File: src/rtl/tbwd_pkg.sv
package tbwd_pkg;

    typedef enum logic [1:0] {
        MODE_IDLE  = 2'd0,
        MODE_TICK  = 2'd1,
        MODE_GUARD = 2'd2
    } tbwd_mode_e;

endpackage

File: src/rtl/tbwd_clkdiv.sv
module tbwd_clkdiv #(
    parameter int PRE_DIV = 8,
    parameter int SEL_W   = 3
) (
    input  logic             clk,
    input  logic             rst_n,
    input  logic             src_en,
    input  logic             fast_src,
    input  logic [SEL_W-1:0] freq_code,
    output logic             step
);
    localparam int DIV_W = (1 << SEL_W) - 1;
    localparam int PRE_W = (PRE_DIV > 1) ? $clog2(PRE_DIV) : 1;
    localparam logic [PRE_W-1:0] PRE_LAST = PRE_W'(PRE_DIV - 1);

    logic [PRE_W-1:0] pre_q;
    logic [DIV_W-1:0] div_q;
    logic [DIV_W-1:0] mask;
    logic [SEL_W-1:0] shift;
    logic             base_tick;

    // prescaler: only advances when the fast source is selected
    always_ff @(posedge clk or negedge rst_n) begin
        if (!rst_n) begin
            pre_q <= '0;
        end else if (src_en && fast_src) begin
            pre_q <= (pre_q == PRE_LAST) ? '0 : pre_q + 1'b1;
        end
    end

    assign base_tick = src_en && (!fast_src || (pre_q == PRE_LAST));

    // rate divider: free-running counter, tick when the low bits are all ones
    assign shift = SEL_W'(DIV_W) - freq_code;
    assign mask  = ~({DIV_W{1'b1}} << shift);

    always_ff @(posedge clk or negedge rst_n) begin
        if (!rst_n) begin
            div_q <= '0;
        end else if (base_tick) begin
            div_q <= div_q + 1'b1;
        end
    end

    assign step = base_tick && ((div_q & mask) == mask);

    AST_PRESCALE_GAP: assert property (@(posedge clk) disable iff (!rst_n)
        (base_tick && fast_src) |=> !(base_tick && fast_src));

endmodule

File: src/rtl/tbwd_mode_fsm.sv
module tbwd_mode_fsm
    import tbwd_pkg::*;
(
    input  logic       clk,
    input  logic       rst_n,
    input  logic       start_tick,
    input  logic       stop_tick,
    input  logic       start_guard,
    input  logic       stop_all,
    output tbwd_mode_e mode,
    output logic       running,
    output logic       guard
);
    tbwd_mode_e state_q, state_d;

    always_ff @(posedge clk or negedge rst_n) begin
        if (!rst_n) state_q <= MODE_IDLE;
        else        state_q <= state_d;
    end

    always_comb begin
        state_d = state_q;
        unique case (state_q)
            MODE_IDLE: begin
                if (stop_all)         state_d = MODE_IDLE;
                else if (start_guard) state_d = MODE_GUARD;
                else if (start_tick)  state_d = MODE_TICK;
            end
            MODE_TICK: begin
                if (stop_all || stop_tick) state_d = MODE_IDLE;
                else if (start_guard)      state_d = MODE_GUARD;
            end
            MODE_GUARD: begin
                if (stop_all)        state_d = MODE_IDLE;
                else if (start_tick && !start_guard) state_d = MODE_TICK;
            end
            default: state_d = MODE_IDLE;
        endcase
    end

    always_comb begin
        mode    = state_q;
        running = (state_q == MODE_TICK) || (state_q == MODE_GUARD);
        guard   = (state_q == MODE_GUARD);
    end

    AST_STOP_IDLE: assert property (@(posedge clk) disable iff (!rst_n)
        stop_all |=> (state_q == MODE_IDLE));
    AST_GUARD_KEEP: assert property (@(posedge clk) disable iff (!rst_n)
        (state_q == MODE_GUARD && stop_tick && !stop_all && !start_tick) |=> (state_q == MODE_GUARD));

endmodule

File: src/rtl/tbwd_chain.sv
module tbwd_chain #(
    parameter int TB_W = 8,
    parameter int WD_W = 2
) (
    input  logic            clk,
    input  logic            rst_n,
    input  logic            step,
    input  logic            running,
    input  logic            guard,
    input  logic            clr_tmr,
    input  logic            clr_wdt,
    input  logic            irq_dis,
    output logic [TB_W-1:0] cnt,
    output logic            flag
);
    logic [TB_W-1:0] cnt_q;
    logic [WD_W-1:0] wst_q;
    logic            flag_q;
    logic            adv, wrap, trip;

    assign adv  = step && running && !clr_wdt && !clr_tmr;
    assign wrap = adv && (&cnt_q);
    assign trip = wrap && guard && (&wst_q);

    always_ff @(posedge clk or negedge rst_n) begin
        if (!rst_n) begin
            cnt_q <= '0;
            wst_q <= '0;
        end else if (clr_wdt) begin
            cnt_q <= '0;
            wst_q <= '0;
        end else if (clr_tmr) begin
            cnt_q <= '0;
        end else if (adv) begin
            cnt_q <= cnt_q + 1'b1;
            if (wrap && guard) wst_q <= wst_q + 1'b1;
        end
    end

    always_ff @(posedge clk or negedge rst_n) begin
        if (!rst_n)                 flag_q <= 1'b0;
        else if (clr_wdt || irq_dis) flag_q <= 1'b0;
        else if (trip)              flag_q <= 1'b1;
    end

    assign cnt  = cnt_q;
    assign flag = flag_q;

    AST_CLEAR_ALL: assert property (@(posedge clk) disable iff (!rst_n)
        clr_wdt |=> (cnt_q == '0 && wst_q == '0 && !flag_q));
    AST_FLAG_HOLD: assert property (@(posedge clk) disable iff (!rst_n)
        (flag_q && !clr_wdt && !irq_dis) |=> flag_q);

endmodule

File: src/rtl/tbwd_top.sv
module tbwd_top
    import tbwd_pkg::*;
#(
    parameter int PRE_DIV = 8,
    parameter int SEL_W   = 3,
    parameter int TB_W    = 8,
    parameter int WD_W    = 2
) (
    input  logic             clk,
    input  logic             rst_n,
    input  logic             sys_on,
    input  logic             src_tick,
    input  logic             fast_src,
    input  logic             cmd_tmr_en,
    input  logic             cmd_tmr_dis,
    input  logic             cmd_wdt_en,
    input  logic             cmd_wdt_dis,
    input  logic             cmd_clr_tmr,
    input  logic             cmd_clr_wdt,
    input  logic             cmd_irq_en,
    input  logic             cmd_irq_dis,
    input  logic             cmd_freq_wr,
    input  logic [SEL_W-1:0] freq_sel,
    output logic             tb_out,
    output logic             wdt_flag,
    output logic             irq_oe,
    output logic             irq_val
);
    logic [SEL_W-1:0] freq_q;
    logic             irq_en_q;
    logic             step, running, guard, flag;
    logic [TB_W-1:0]  tb_cnt;
    tbwd_mode_e       mode;

    always_ff @(posedge clk or negedge rst_n) begin
        if (!rst_n)           freq_q <= '1;
        else if (cmd_freq_wr) freq_q <= freq_sel;
    end

    always_ff @(posedge clk or negedge rst_n) begin
        if (!rst_n)           irq_en_q <= 1'b0;
        else if (cmd_irq_dis) irq_en_q <= 1'b0;
        else if (cmd_irq_en)  irq_en_q <= 1'b1;
    end

    tbwd_clkdiv #(.PRE_DIV(PRE_DIV), .SEL_W(SEL_W)) u_div (
        .clk       (clk),
        .rst_n     (rst_n),
        .src_en    (src_tick && sys_on),
        .fast_src  (fast_src),
        .freq_code (freq_q),
        .step      (step)
    );

    tbwd_mode_fsm u_fsm (
        .clk         (clk),
        .rst_n       (rst_n),
        .start_tick  (cmd_tmr_en),
        .stop_tick   (cmd_tmr_dis),
        .start_guard (cmd_wdt_en),
        .stop_all    (cmd_wdt_dis),
        .mode        (mode),
        .running     (running),
        .guard       (guard)
    );

    tbwd_chain #(.TB_W(TB_W), .WD_W(WD_W)) u_chain (
        .clk     (clk),
        .rst_n   (rst_n),
        .step    (step),
        .running (running),
        .guard   (guard),
        .clr_tmr (cmd_clr_tmr),
        .clr_wdt (cmd_clr_wdt),
        .irq_dis (cmd_irq_dis),
        .cnt     (tb_cnt),
        .flag    (flag)
    );

    always_comb begin
        tb_out   = (mode == MODE_TICK) && tb_cnt[TB_W-1];
        wdt_flag = flag;
        irq_oe   = irq_en_q;
        irq_val  = (mode == MODE_TICK) ? tb_cnt[TB_W-1] : !flag;
    end

    AST_FREEZE: assert property (@(posedge clk) disable iff (!rst_n)
        (!sys_on && !cmd_clr_tmr && !cmd_clr_wdt) |=> $stable(tb_cnt));
    AST_IRQ_OFF: assert property (@(posedge clk) disable iff (!rst_n)
        cmd_irq_dis |=> !irq_oe);

endmodule

File: config.mk
export PLATFORM = sky130hd
export DESIGN_NAME = tbwd_top
export DESIGN_NICKNAME = d
export VERILOG_FILES = /design/src/rtl/tbwd_pkg.sv /design/src/rtl/tbwd_clkdiv.sv /design/src/rtl/tbwd_mode_fsm.sv /design/src/rtl/tbwd_chain.sv /design/src/rtl/tbwd_top.sv
export SDC_FILE = /design/constraint.sdc
export NUM_CORES = 1
export LEC_CHECK = 0
export CAP_MARGIN = 10
export CELL_PAD_IN_SITES_DETAIL_PLACEMENT = 1
export CELL_PAD_IN_SITES_GLOBAL_PLACEMENT = 2
export CORE_MARGIN = 2
export CORE_UTILIZATION = 31
export DETAILED_ROUTE_END_ITERATION = 8
export GPL_TIMING_DRIVEN = 0
export PLACE_DENSITY = 0.78
export RECOVER_POWER = 25
export SLEW_MARGIN = 0
export SYNTH_ARGS = -nofsm -noshare
export SYNTH_HDL_FRONTEND = slang
export SYNTH_SLANG_ARGS = --single-unit
export TNS_END_PERCENT = 100
File: constraint.sdc
create_clock -name clk -period 2.3 [get_ports clk]
set_clock_uncertainty 0.2 [all_clocks]
set_input_delay 0.23 -clock clk [delete_from_list [all_inputs] [get_ports clk]]
set_output_delay 0.23 -clock clk [all_outputs]
set_load 0.01 [all_outputs]
==> results.json <==
{
  "status": "finished, violations left",
  "violations": "capacitance limit, slew limit",
  "htree_levels": 1,
  "hp-class": "register to register",
  "max_stage_delay_ns": 0.38,
  "ys.flop_type": "dfrtp_1",
  "grt_pass1_vias": 1356,
  "intPower_w": 0.000849,
  "layout_min_cycle_time_ns": 2.28,
  "dr.first_iter.drc_count": 39,
  "cts_buffer_depth": 2,
  "cp_max_fo": 3,
  "initial_core_util": 0.321,
  "cts-root-buf": "clkbuf_8",
  "worst_ep_arrival_time_ns": 2.25,
  "max_freq_ghz": 0.438,
  "final_nets": 207,
  "hpwl_um": 2810,
  "finalHoldViolCount": 0,
  "yosysSeqAreaShare": 0.448,
  "drive_above_1_share": 0.172,
  "antenna_cells": 0,
  "worst_path_dominant_cell_family": "simple AND/OR/NAND/NOR gates",
  "die-width_um": 73.9,
  "die-height_um": 73.9,
  "fin_crit_sh": 0.993,
  "dpl-instance-area_sq_um": 1810,
  "max_cap_viol_count": 1,
  "path_clk_slew_ns": 0.09,
  "cp_cell_sequence": "inv_2 -> ha_4 -> or3b_4 -> buf_6 -> nor4_4 -> nand4_1 -> mux2_4",
  "port-buffer-count": 20,
  "slowest_stage": "or3b_4",
  "pwr-share-clk": 0.215,
  "grt_pass1_wl_um": 6320,
  "clock-sinks": 27,
  "slew_headroom": -0.0296,
  "cts_tree": "yes",
  "finalSetupViolCount": 0,
  "fillCellCount": 537,
  "seqCellArea_sq_um": 679,
  "swShare": 0.336,
  "ios": 21,
  "synth_warnings": 0,
  "fin_util": 0.421,
  "coreArea_sq_um": 4720,
  "combPwrFrac": 0.283,
  "async_flop_share": 1.00,
  "start_kind": "register",
  "ant_nets": 0,
  "multiInputGateArea_sq_um": 898,
  "wl_per_cell_um": 15.5,
  "critPathKind": "register to register",
  "drc": 0,
  "ir_drop_mv": 0.236,
  "vias": 1245,
  "ys_ff_latch": 27,
  "cts_inserted_buffers": 3,
  "switchingPower_w": 0.000429,
  "syn_area_sq_um": 1520,
  "syn_to_final_growth_pct": 31.2,
  "syn_avg_cell_area_sq_um": 10.2,
  "wl_um": 3820,
  "tightest_slew_ns": 1.54,
  "p_leak_nw": 0.862,
  "die_area_sq_um": 5470,
  "endpoint_kind": "register",
  "dr.pass1.iters": 4,
  "synth_edf_count": 0,
  "num_rows": 25,
  "rsz0062_at_grt": "true",
  "finalMaxSlewViolations": 28,
  "place_congestion": 0.827,
  "finalPower_w": 0.00128,
  "grt-ovfl-total": 0,
  "netlist_instances": 148,
  "grt_start_max_net_pins": 28,
  "antenna_found_initial": 0,
  "finalInstanceArea_sq_um": 1990,
  "yosysUniqueCellTypes": 38,
  "p_per_area_nw_per_um2": 642,
  "critical_path.n_buffers_inverters": 2,
  "p_seq_frac": 0.503,
  "required_ns": 2.26,
  "synth_nets": 174,
  "clk_latency_ns": 0.27,
  "track_usage": 0.151,
  "via_per_inst": 5.04
}
## final cells by class
type / count / share of cell area
sequential: 27 / 0.342
inverter: 6 / 0.0113
multi-input combinational: 115 / 0.452
tap: 67 / 0.0421
clock buffer: 4 / 0.0226
timing repair buffer: 28 / 0.131
## per-layer routing
layer	up-vias	part of all wire	global-route usage
met1	619	0.41	0.178
li1	597	-	-
met5	-	0	0
met2	25	0.55	0.277
met3	4	0.032	0.0217
met4	0	0.012	0.0566
## repair_timing
action	CTS	global route
resized for setup	6	6
pin swaps	5	2
buffers inserted	6	1
hold buffers	0	1
setup endpoints to repair	9	9
endpoints found under the hold margin	0	24
## per-stage QoR
step	worst slack (ns)	setup TNS, ns	hold slack, ns	instances
after floorplan	0.0430	0	-0.266	148
after global placement	-0.270	-1.02	0.259	235
after detailed placement	-0.305	-1.40	0.262	235
after CTS	-0.136	-0.187	0.276	245
after global routing	-0.0780	-0.296	0.304	247
final	0.0155	0	0.270	247
## synth_stat cells (2+ instances only)
master | number | share of area
inv_1 | 6 | 0.015
nor4b_1 | 2 | 0.012
mux2_2 | 5 | 0.037
nor2b_1 | 2 | 0.0082
dfrtp_1 | 24 | 0.40
and2_1 | 2 | 0.0082
xor2_1 | 3 | 0.017
dfstp_2 | 3 | 0.052
mux2_1 | 2 | 0.015
nand2_1 | 18 | 0.045
a31oi_1 | 2 | 0.0082
a21oi_1 | 2 | 0.0066
xnor2_1 | 3 | 0.017
a41o_1 | 2 | 0.013
nor3_1 | 2 | 0.0066
nand4_1 | 7 | 0.029
o21ai_0 | 2 | 0.0066
or3_1 | 3 | 0.012
nor4_1 | 5 | 0.021
mux2i_1 | 9 | 0.059
nand2b_1 | 2 | 0.0082
nand3_1 | 6 | 0.020
ha_1 | 9 | 0.074
nor2_1 | 12 | 0.030
o21ai_1 | 2 | 0.0066
## sequential cells by signal, summed over array words and instances, names as in the netlist
signal	flops
u_chain.cnt	8
u_div.div_q	7
freq_q	3
u_div.pre_q	3
u_chain.wst_q	2
u_fsm.mode	2
irq_oe	1
u_chain.flag	1
## cell families (layout without fill, tap and decap cells)
family	count (synthesis)	in the layout	share of synthesized area
and+or+nand+nor	67	67	0.238
DFF	27	27	0.448
AOI/OAI and AO/OA	17	17	0.0784
muxes	16	16	0.111
adders and majority gates	9	9	0.0743
xor gates and xnor gates	6	6	0.0347
buffers and inverters	6	38	0.0149
## worst reg2reg max path, delay by kind of cell (launching register included)
kind                       cells  cell delay [ns]
muxes                          1             0.35
buffers and inverters          2             0.20
adders and majority gates      1             0.26
and+or+nand+nor                3             0.79
DFF                            1             0.37
## power by group through the flow
| stage | sequential, W | clock [W] | combinational (W) |
|---|---|---|---|
| 2_1_floorplan | 0.000627 | 0 | 0.000211 |
| 4_1_cts | 0.000643 | 0.000288 | 0.000349 |
| 3_3_place_gp | 0.000642 | 0 | 0.000289 |
| 6_report | 0.000642 | 0.000275 | 0.000361 |
| 5_1_grt | 0.000659 | 0.000304 | 0.000409 |
| 3_5_place_dp | 0.000652 | 0 | 0.000325 |
## placed cells by master (no fill, tap or decap), types with 3 or more instances in the layout
cell type	instances
buf_4	6
clkbuf_8	3
clkdlybuf4s50_1	18
dfrtp_1	24
dfstp_2	3
ha_1	8
inv_1	4
mux2_2	5
mux2i_1	9
nand2_1	18
nand3_1	5
nand4_1	7
nor2_1	12
nor4_1	3
nor4_4	3
or3_1	3
xnor2_1	3
xor2_1	3
## final timing paths
path	end	depth (start not counted)	from	slack, ns
hold reg to reg	u_div.div_q[6]$_DFFE_PN0N_	1	u_div.div_q[6]$_DFFE_PN0N_	0.27
min in group asynchronous	u_chain.cnt[1]$_DFFE_PN0P_	2	rst_n	0.66
max in group asynchronous	u_chain.cnt[7]$_DFFE_PN0P_	2	rst_n	0.35
hold / removal	u_div.div_q[6]$_DFFE_PN0N_	1	u_div.div_q[6]$_DFFE_PN0N_	0.27
setup / recovery	u_chain.wst_q[1]$_DFFE_PN0P_	7	u_fsm.mode[1]$_DFFE_PN0P_	0.02
setup reg to reg	u_chain.wst_q[1]$_DFFE_PN0P_	7	u_fsm.mode[1]$_DFFE_PN0P_	0.02
Note: power is estimated with default switching activity, not from simulation.
